**config.mk**
```make
export PLATFORM = sky130hd
export DESIGN_NAME = phase_lock_detector
export DESIGN_NICKNAME = d
export VERILOG_FILES = /design/src/rtl/lockdet_pkg.sv /design/src/rtl/lockdet_width_meter.sv /design/src/rtl/lockdet_run_tracker.sv /design/src/rtl/lockdet_loss_latch.sv /design/src/rtl/phase_lock_detector.sv
export SDC_FILE = /design/constraint.sdc
export NUM_CORES = 1
export LEC_CHECK = 0
export BUFFER_PORTS_ARGS = -buffer_cell sky130_fd_sc_hd__buf_2
export CAP_MARGIN = 20
export CORE_MARGIN = 2
export CORE_UTILIZATION = 54
export CTS_BUF_LIST = sky130_fd_sc_hd__clkbuf_16
export DETAILED_ROUTE_END_ITERATION = 7
export PLACE_DENSITY = 0.73
export REMOVE_ABC_BUFFERS = 1
export SKIP_CTS_REPAIR_TIMING = 1
export SYNTH_ARGS = -nofsm -noshare
export SYNTH_HDL_FRONTEND = slang
export SYNTH_SLANG_ARGS = --single-unit
```
**constraint.sdc**
```tcl
create_clock -name clk -period 7.95 [get_ports clk]
set_input_delay 0.3975 -clock clk [delete_from_list [all_inputs] [get_ports clk]]
set_output_delay 0.3975 -clock clk [all_outputs]
set_load 0.005 [all_outputs]
```
**src/rtl/lockdet_pkg.sv**
```systemverilog
package lockdet_pkg;

    localparam int SEL_W = 2;

    typedef enum logic [1:0] {
        CMP_NONE    = 2'd0,
        CMP_INSIDE  = 2'd1,
        CMP_OUTSIDE = 2'd2
    } cmp_verdict_e;

    typedef struct packed {
        logic [SEL_W-1:0] win_sel;
        logic [SEL_W-1:0] cnt_sel;
    } ld_cfg_t;

    function automatic int window_limit(input int base, input logic [SEL_W-1:0] sel);
        return base << sel;
    endfunction

    function automatic int run_exponent(input logic [SEL_W-1:0] sel, input int shrink);
        int e;
        case (sel)
            2'd0:    e = 5;
            2'd1:    e = 8;
            2'd2:    e = 10;
            default: e = 12;
        endcase
        return e - shrink;
    endfunction

    function automatic int run_target(input logic [SEL_W-1:0] sel, input int shrink);
        return 1 << run_exponent(sel, shrink);
    endfunction

endpackage

```
**src/rtl/lockdet_width_meter.sv**
```systemverilog
module lockdet_width_meter
    import lockdet_pkg::*;
#(
    parameter int WIN_BASE = 4
) (
    input  logic             clk,
    input  logic             rst,
    input  logic             hold,
    input  logic             up_pulse,
    input  logic             dn_pulse,
    input  logic             cmp_evt,
    input  logic [SEL_W-1:0] win_sel,
    output cmp_verdict_e     verdict
);
    localparam int LIMIT_MAX = WIN_BASE << 3;
    localparam int WW        = $clog2(LIMIT_MAX + 1);

    logic [WW-1:0] acc;
    logic [WW-1:0] limit;
    logic [WW-1:0] width_now;
    logic          active;

    always_comb begin
        limit  = WW'(window_limit(WIN_BASE, win_sel));
        active = up_pulse | dn_pulse;
        // saturate once the limit is reached: the verdict is already decided
        if (acc >= limit) width_now = acc;
        else              width_now = acc + WW'(active);
    end

    always_comb begin
        if (hold || !cmp_evt)       verdict = CMP_NONE;
        else if (width_now < limit) verdict = CMP_INSIDE;
        else                        verdict = CMP_OUTSIDE;
    end

    always_ff @(posedge clk) begin
        if (rst || hold || cmp_evt) acc <= '0;
        else                        acc <= width_now;
    end

    // every judged period leaves a clean accumulator for the next one
    p_period_restart_r2: assert property (@(posedge clk) disable iff (rst)
        (cmp_evt && !hold) |=> (acc == '0));

    // a held detector carries no width into the first period after it
    p_hold_flushes_r7: assert property (@(posedge clk) disable iff (rst)
        hold |=> (acc == '0));

endmodule

```
**src/rtl/lockdet_run_tracker.sv**
```systemverilog
module lockdet_run_tracker
    import lockdet_pkg::*;
#(
    parameter int CNT_SHRINK = 0
) (
    input  logic             clk,
    input  logic             rst,
    input  logic             hold,
    input  cmp_verdict_e     verdict,
    input  logic [SEL_W-1:0] cnt_sel,
    output logic             locked
);
    localparam int RUN_MAX = 1 << (12 - CNT_SHRINK);
    localparam int RW      = $clog2(RUN_MAX + 1);

    logic [RW-1:0] run;
    logic [RW-1:0] run_inc;
    logic [RW-1:0] target;

    always_comb begin
        target  = RW'(run_target(cnt_sel, CNT_SHRINK));
        run_inc = (run == RW'(RUN_MAX)) ? run : run + RW'(1);
    end

    always_ff @(posedge clk) begin
        if (rst || hold) begin
            run    <= '0;
            locked <= 1'b0;
        end else begin
            case (verdict)
                CMP_INSIDE: begin
                    run    <= run_inc;
                    locked <= (run_inc >= target);
                end
                CMP_OUTSIDE: begin
                    run    <= '0;
                    locked <= 1'b0;
                end
                default: ;
            endcase
        end
    end

    // lock only ever rises on the back of an inside comparison
    p_lock_on_inside_r4: assert property (@(posedge clk) disable iff (rst)
        $rose(locked) |-> ($past(verdict) == CMP_INSIDE));

    // quiet cycles leave the lock state alone
    p_idle_keeps_lock_r4: assert property (@(posedge clk) disable iff (rst)
        (verdict == CMP_NONE && !hold) |=> $stable(locked));

    // one outside comparison drops lock and the run together
    p_outside_drops_r5: assert property (@(posedge clk) disable iff (rst)
        (verdict == CMP_OUTSIDE) |=> (!locked && run == '0));

    // charge-pump reset forces the unlocked state
    p_hold_unlocks_r7: assert property (@(posedge clk) disable iff (rst)
        hold |=> (!locked && run == '0));

endmodule

```
**src/rtl/lockdet_loss_latch.sv**
```systemverilog
module lockdet_loss_latch
    import lockdet_pkg::*;
(
    input  logic         clk,
    input  logic         rst,
    input  cmp_verdict_e verdict,
    input  logic         clr,
    output logic         flag
);
    always_ff @(posedge clk) begin
        if (rst)                             flag <= 1'b0;
        else if (verdict == CMP_OUTSIDE)     flag <= 1'b1;
        else if (clr)                        flag <= 1'b0;
    end

    // an outside comparison is always recorded
    p_outside_sets_r6: assert property (@(posedge clk) disable iff (rst)
        (verdict == CMP_OUTSIDE) |=> flag);

    // without a clear the flag never falls
    p_flag_sticks_r6: assert property (@(posedge clk) disable iff (rst)
        (flag && !clr) |=> flag);

endmodule

```
**src/rtl/phase_lock_detector.sv**
```systemverilog
module phase_lock_detector
    import lockdet_pkg::*;
#(
    parameter int WIN_BASE   = 4,
    parameter int CNT_SHRINK = 0
) (
    input  logic       clk,
    input  logic       rst,
    input  logic       up_pulse,
    input  logic       dn_pulse,
    input  logic       cmp_evt,
    input  logic       cp_hold,
    input  logic [1:0] win_sel,
    input  logic [1:0] cnt_sel,
    input  logic       unlock_clr,
    output logic       locked,
    output logic       unlock_seen
);
    ld_cfg_t      cfg;
    cmp_verdict_e verdict;

    assign cfg.win_sel = win_sel;
    assign cfg.cnt_sel = cnt_sel;

    lockdet_width_meter #(.WIN_BASE(WIN_BASE)) u_meter (
        .clk      (clk),
        .rst      (rst),
        .hold     (cp_hold),
        .up_pulse (up_pulse),
        .dn_pulse (dn_pulse),
        .cmp_evt  (cmp_evt),
        .win_sel  (cfg.win_sel),
        .verdict  (verdict)
    );

    lockdet_run_tracker #(.CNT_SHRINK(CNT_SHRINK)) u_tracker (
        .clk     (clk),
        .rst     (rst),
        .hold    (cp_hold),
        .verdict (verdict),
        .cnt_sel (cfg.cnt_sel),
        .locked  (locked)
    );

    lockdet_loss_latch u_loss (
        .clk     (clk),
        .rst     (rst),
        .verdict (verdict),
        .clr     (unlock_clr),
        .flag    (unlock_seen)
    );

    // both flags come out of reset low
    p_reset_clean_r1: assert property (@(posedge clk)
        rst |=> (!locked && !unlock_seen));

endmodule

```
* Yosys cells after proc, flatten, opt, wreduce, memory -nomap -nowiden *
Cells that the tools add are included.

storage, ports and cells
  bits in registers = 21
  logic and storage cells = 33
  input bits = 11
  output and inout bits = 2

operators by class
  $add $sub $neg = 2
  reductions and logical operators = 7
  muxes and demuxes = 9
  equality and inequality tests = 5
  shift-type cells = 2
  bitwise operators = 1
  order comparisons = 3

operator list
  operator                                                            count
  13-bit one-hot mux with 2 select lines                              1
  13-bit by 1-bit adder with 13-bit output, second input constant     1
  13-bit == test, second input constant                               1
  13-bit greater-or-equal comparator                                  1
  13-bit two-way mux                                                  1
  1-bit by 4-bit << shifter with 13-bit output, first input constant  1
  4-bit one-hot mux with 3 select lines                               1
  6-bit by 1-bit adder with 6-bit output                              1
  6-bit greater-or-equal comparator                                   1
  6-bit < comparator                                                  1
  6-bit two-way mux                                                   1
  3-bit by 2-bit << shifter with 6-bit output, first input constant   1
  2-bit by 1-bit == test with 1-bit output, second input constant     2
  2-bit == test, second input constant                                2
  2-bit two-way mux                                                   2
  2-bit nonzero test                                                  2
  1-bit logical OR                                                    3
  2-bit zero test                                                     1
  1-bit two-way mux                                                   2
  1-bit one-hot mux with 2 select lines                               1
  1-bit zero test                                                     1
  1-bit OR                                                            1

* Longest topological paths before layout *
  word-level depth = 8
  mapped depth = 11
  depth with buffers taken out = 11

* Hierarchy *
A second synthesis with hierarchy kept.

second synthesis, totals
  cell total of the unflattened synthesis = 207
  area total of the unflattened synthesis = 1755.4 um^2

modules (own cells, without submodules)
  module               times used  seq. area each (um^2)  area an instance (um^2)  cells each
  lockdet_run_tracker  1           280.3                  1191.1                   143
  lockdet_width_meter  1           120.1                  523.0                    60
  lockdet_loss_latch   1           20.0                   41.3                     4

* Worst setup path after synthesis *
OpenSTA, ideal clock, no wires.

  path type = input to register
  start point = input win_sel[0]
  end point = register u_tracker.run[2]
  required time = 7.859 ns
  path buffers = 0
  setup time = 0.091 ns
  arrival = 2.924 ns
  stages = 11
  path slack = 4.934 ns
  path through = or2_2 -> ha_1 -> o21ai_0 -> a211oi_2 -> or3_1 -> nand2_1 -> ha_1 -> o21a_1 -> o2bb2ai_1 -> o21ai_0 -> a311oi_1

on the way
  longest elaborated chain between the ends = 8
  elaborated cells on any way between the ends = 10
  those cells by class = 2 x order compare; 2 x eq/ne; 1 x shift; 4 x mux; 1 x reduce/logical

RTL lines
  what                                                                                 line                       RTL
  start: declaration                                                                   phase_lock_detector.sv:13  input logic [1:0] win_sel,
  3-bit by 2-bit << shifter with 6-bit output (*)                                      lockdet_pkg.sv:17          return base << sel;
  6-bit greater-or-equal comparator (*)                                                lockdet_width_meter.sv:27  if (acc >= limit) width_now = acc;
  6-bit two-way mux (*)                                                                lockdet_width_meter.sv:27
  net u_meter.width_now[4]                                                             lockdet_width_meter.sv:20  logic [WW-1:0] width_now;
  6-bit < comparator (*)                                                               lockdet_width_meter.sv:33  else if (width_now < limit) verdict = CMP_INSIDE;
  2-bit two-way mux (*)                                                                lockdet_width_meter.sv:33
  2-bit two-way mux (*)                                                                lockdet_width_meter.sv:32  if (hold || !cmp_evt) verdict = CMP_NONE;
  2-bit == test / 2-bit by 1-bit == test with 1-bit output (equally long branches)     lockdet_run_tracker.sv:30  case (verdict)
  13-bit one-hot mux with 2 select lines / 2-bit nonzero test (equally long branches)  -
  end signal: assignment                                                               lockdet_run_tracker.sv:32  run <= run_inc;
  end: declaration                                                                     lockdet_run_tracker.sv:16  logic [RW-1:0] run;

Mark *: on every way through the listed nets, which the timed path passes. The rest lies on a longest branch.
A chain may end at the register's enable or synchronous reset.

* Worst setup path in the final report *
Ends and elaborated chain as after synthesis.

==> out/metrics.yaml <==
switching_power_uw: 54.5
relSlewSlack_pct: 58.4
netlist_area_um2: 1610
portBuffers: 12
path_clk_slew_ps: 60
overflow: 0
switching_share_pct: 22.9
status: "finished with violations"
timing.rr.end: "u_tracker.run[2]"
period_share_pct: 41.5
drt_wl_total_um: 3300
min_from: "rst"
syn_inst: 190
clk_latency_ps: 250
crit_type: "primary input to flip-flop"
grt_start_max_net_pins: 13
rsz0062_at_grt: "false"
seq_power_share_pct: 44.7
drive_above_1_share_pct: 12.3
first_iter_violations: 57
grt.total_usage_pct: 21.4
whs_path_depth: 2
critPathRequiredTime_ps: 8100
antenna_found_initial: 0
r2r_setup_slack_ps: 4860
vias_per_cell: 5.98
end_kind: "flip-flop"
cts.sinks: 21
ir_drop_uv: 88.0
place_congestion: 0.812
n_fill_cell: 261
place_area_um2: 1690
hold-path-endpoint: "u_loss.flag"
synth_edf_count: 0
ys_seq_elements: 21
cellPowerDensity_nw_per_um2: 134
grt_first_pass_wirelength_um: 5650
maxSlewViolCount: 0
max_freq_mhz: 303
reg2reg_from: "u_meter.acc[2]"
power_frac_clock_pct: 44.9
dieHeight_um: 58.6
critical_path.startpoint_type: "primary input"
fin_skew_ps: 6.32
cts_tree: "built"
arrival_ps: 3450
routedWlPerCell_um: 14.1
dpl.hpwl_um: 2570
power_frac_comb_pct: 10.4
postLayoutCellArea_um2: 1770
diodes: 0
worstMarginPinSlew_ps: 622
worst-path-max-fanout: 10
drtPass1Iterations: 6
synth.top_cell.area_share_pct: 26.1
core-area_um2: 2810
cts-buffers-inserted: 3
fin_crit_ps: 3300
fin_setup_tns_ps: 0
fp-row-count: 19
nets: 241
synthTopCellsByArea: "dfxtp_1, ha_1, a31oi_1"
ys_top_cells_by_count: "ha_1, dfxtp_1, inv_1, nor2_1, nor3_1"
htree_levels: 1
yosysTopAreaCell: "dfxtp_1"
violations: "DRC"
drc_errors: 2
avgSynthCellArea_um2: 8.48
dieArea_um2: 3440
setup_viol: 0
p_leak_uw: 0.000782
grt_pass1_vias: 1301
route.vias.total: 1400
maxCapViolations: 0
yosysUniqueCellTypes: 46
hold_class: "primary input to flip-flop"
hold_viol_final: 0
cts_buffer_depth: 2
ant_nets: 0
yosysWarnings: 0
dieWidth_um: 58.6
ff2ff_path_depth: 10
synth-async-reset-ratio_pct: 0
ioPinCount: 13
start_util_pct: 57.4
yosysMostFrequentCell: "ha_1"
clock-root-buffer: "clkbuf_16"
synth.yosys.seq_area_share_pct: 26.1
p_int_uw: 183
synth_ff_type: "dfxtp_1"
syn2layout_area_growth_pct: 9.86
==> cells by family after synthesis <==
family,count (synthesis),synth area share (%)
flops,21,26.1
buf+inv,15,4.04
mux,2,1.24
simple gates,72,25.2
other cells,1,0.233
fa+ha+maj,26,20.2
xor+xnor,10,5.43
compound gates,43,17.6
==> how the worst max path moves through the flow <==
stage               startpoint  cells past startpoint          endpoint
finish              win_sel[0]                     12  u_tracker.run[2]
global route        win_sel[0]                     12  u_tracker.run[2]
CTS                 win_sel[0]                     12  u_tracker.run[2]
detailed placement  win_sel[0]                     12  u_tracker.run[2]
global placement    win_sel[0]                     12  u_tracker.run[2]
floorplan           win_sel[0]                     11  u_tracker.run[2]
==> power by group through the flow <==
stage               registers [uW]  clock network, uW  logic, uW
detailed placement             109                  0       24.4
global placement               109                  0       23.1
floorplan                      109                  0       16.1
finish                         106                107       24.7
global route                   106                114       27.9
CTS                            106                108       24.6
==> layout make-up <==
class / instances / area (um^2) / share of cell area [%]
flip-flops and latches: 21 / 420 / 23.7
clock buffers: 3 / 75.1 / 4.24
well taps: 31 / 38.8 / 2.19
repair buffers: 12 / 60.1 / 3.39
inverters: 12 / 45.0 / 2.54
clock inverters: 1 / 5.00 / 0.283
multi-input cells: 154 / 1130 / 63.6
==> registers in the layout, summed over array words and instances, names as in the netlist, named ones only <==
register and cells:
u_tracker.run 13, u_tracker.locked 1, u_meter.acc 4, u_loss.flag 1
==> layout by cell type, fill, tap and decap left out, types with 2 or more instances in the layout <==
master	netlist	layout
nand2b_1	4	4
nand4_1	4	4
or2_2	3	3
a21o_1	2	2
o21ai_0	9	9
nand2_1	9	9
nor3_1	10	10
xor2_1	6	6
nor4_1	3	3
or3_1	8	8
nor2_1	12	12
o21a_1	2	2
a22o_1	2	2
a31oi_1	9	9
nand3_1	5	5
buf_2	1	12
and3_1	4	4
a21oi_1	7	7
o31ai_1	2	2
inv_1	12	12
clkbuf_16	0	3
xnor2_1	4	4
dfxtp_1	21	21
ha_1	26	26
mux2i_1	2	2
nor2b_1	2	2
==> through the flow <==
stage	cells	setup WS, ps	power (uW)	util (%)	hold WS, ps
floorplan	187	4930	125	-	461
global placement	230	4560	132	60.3	481
detailed placement	230	4410	133	60.3	489
CTS	234	4660	239	63.1	365
global route	234	4330	248	63.1	379
finish	234	4650	238	63.1	367
==> layer usage <==
metal	vias to the layer above	track usage, %	share of wire, %
met5	-	0	0
met4	0	10.7	2.0
met3	6	2.20	3.9
met2	26	33.1	44
met1	645	29.8	50
li1	723	-	-
==> worst max-delay path: stages <==
cell and delay (ps):
buf_2 120, or2_2 310, ha_1 280, o21ai_0 80
a211oi_2 520, or3_1 210, nand2_1 60, ha_1 280
o21a_1 200, o2bb2ai_1 420, o21ai_0 270, a311oi_1 310
Note: power is estimated with default switching activity, not from simulation.
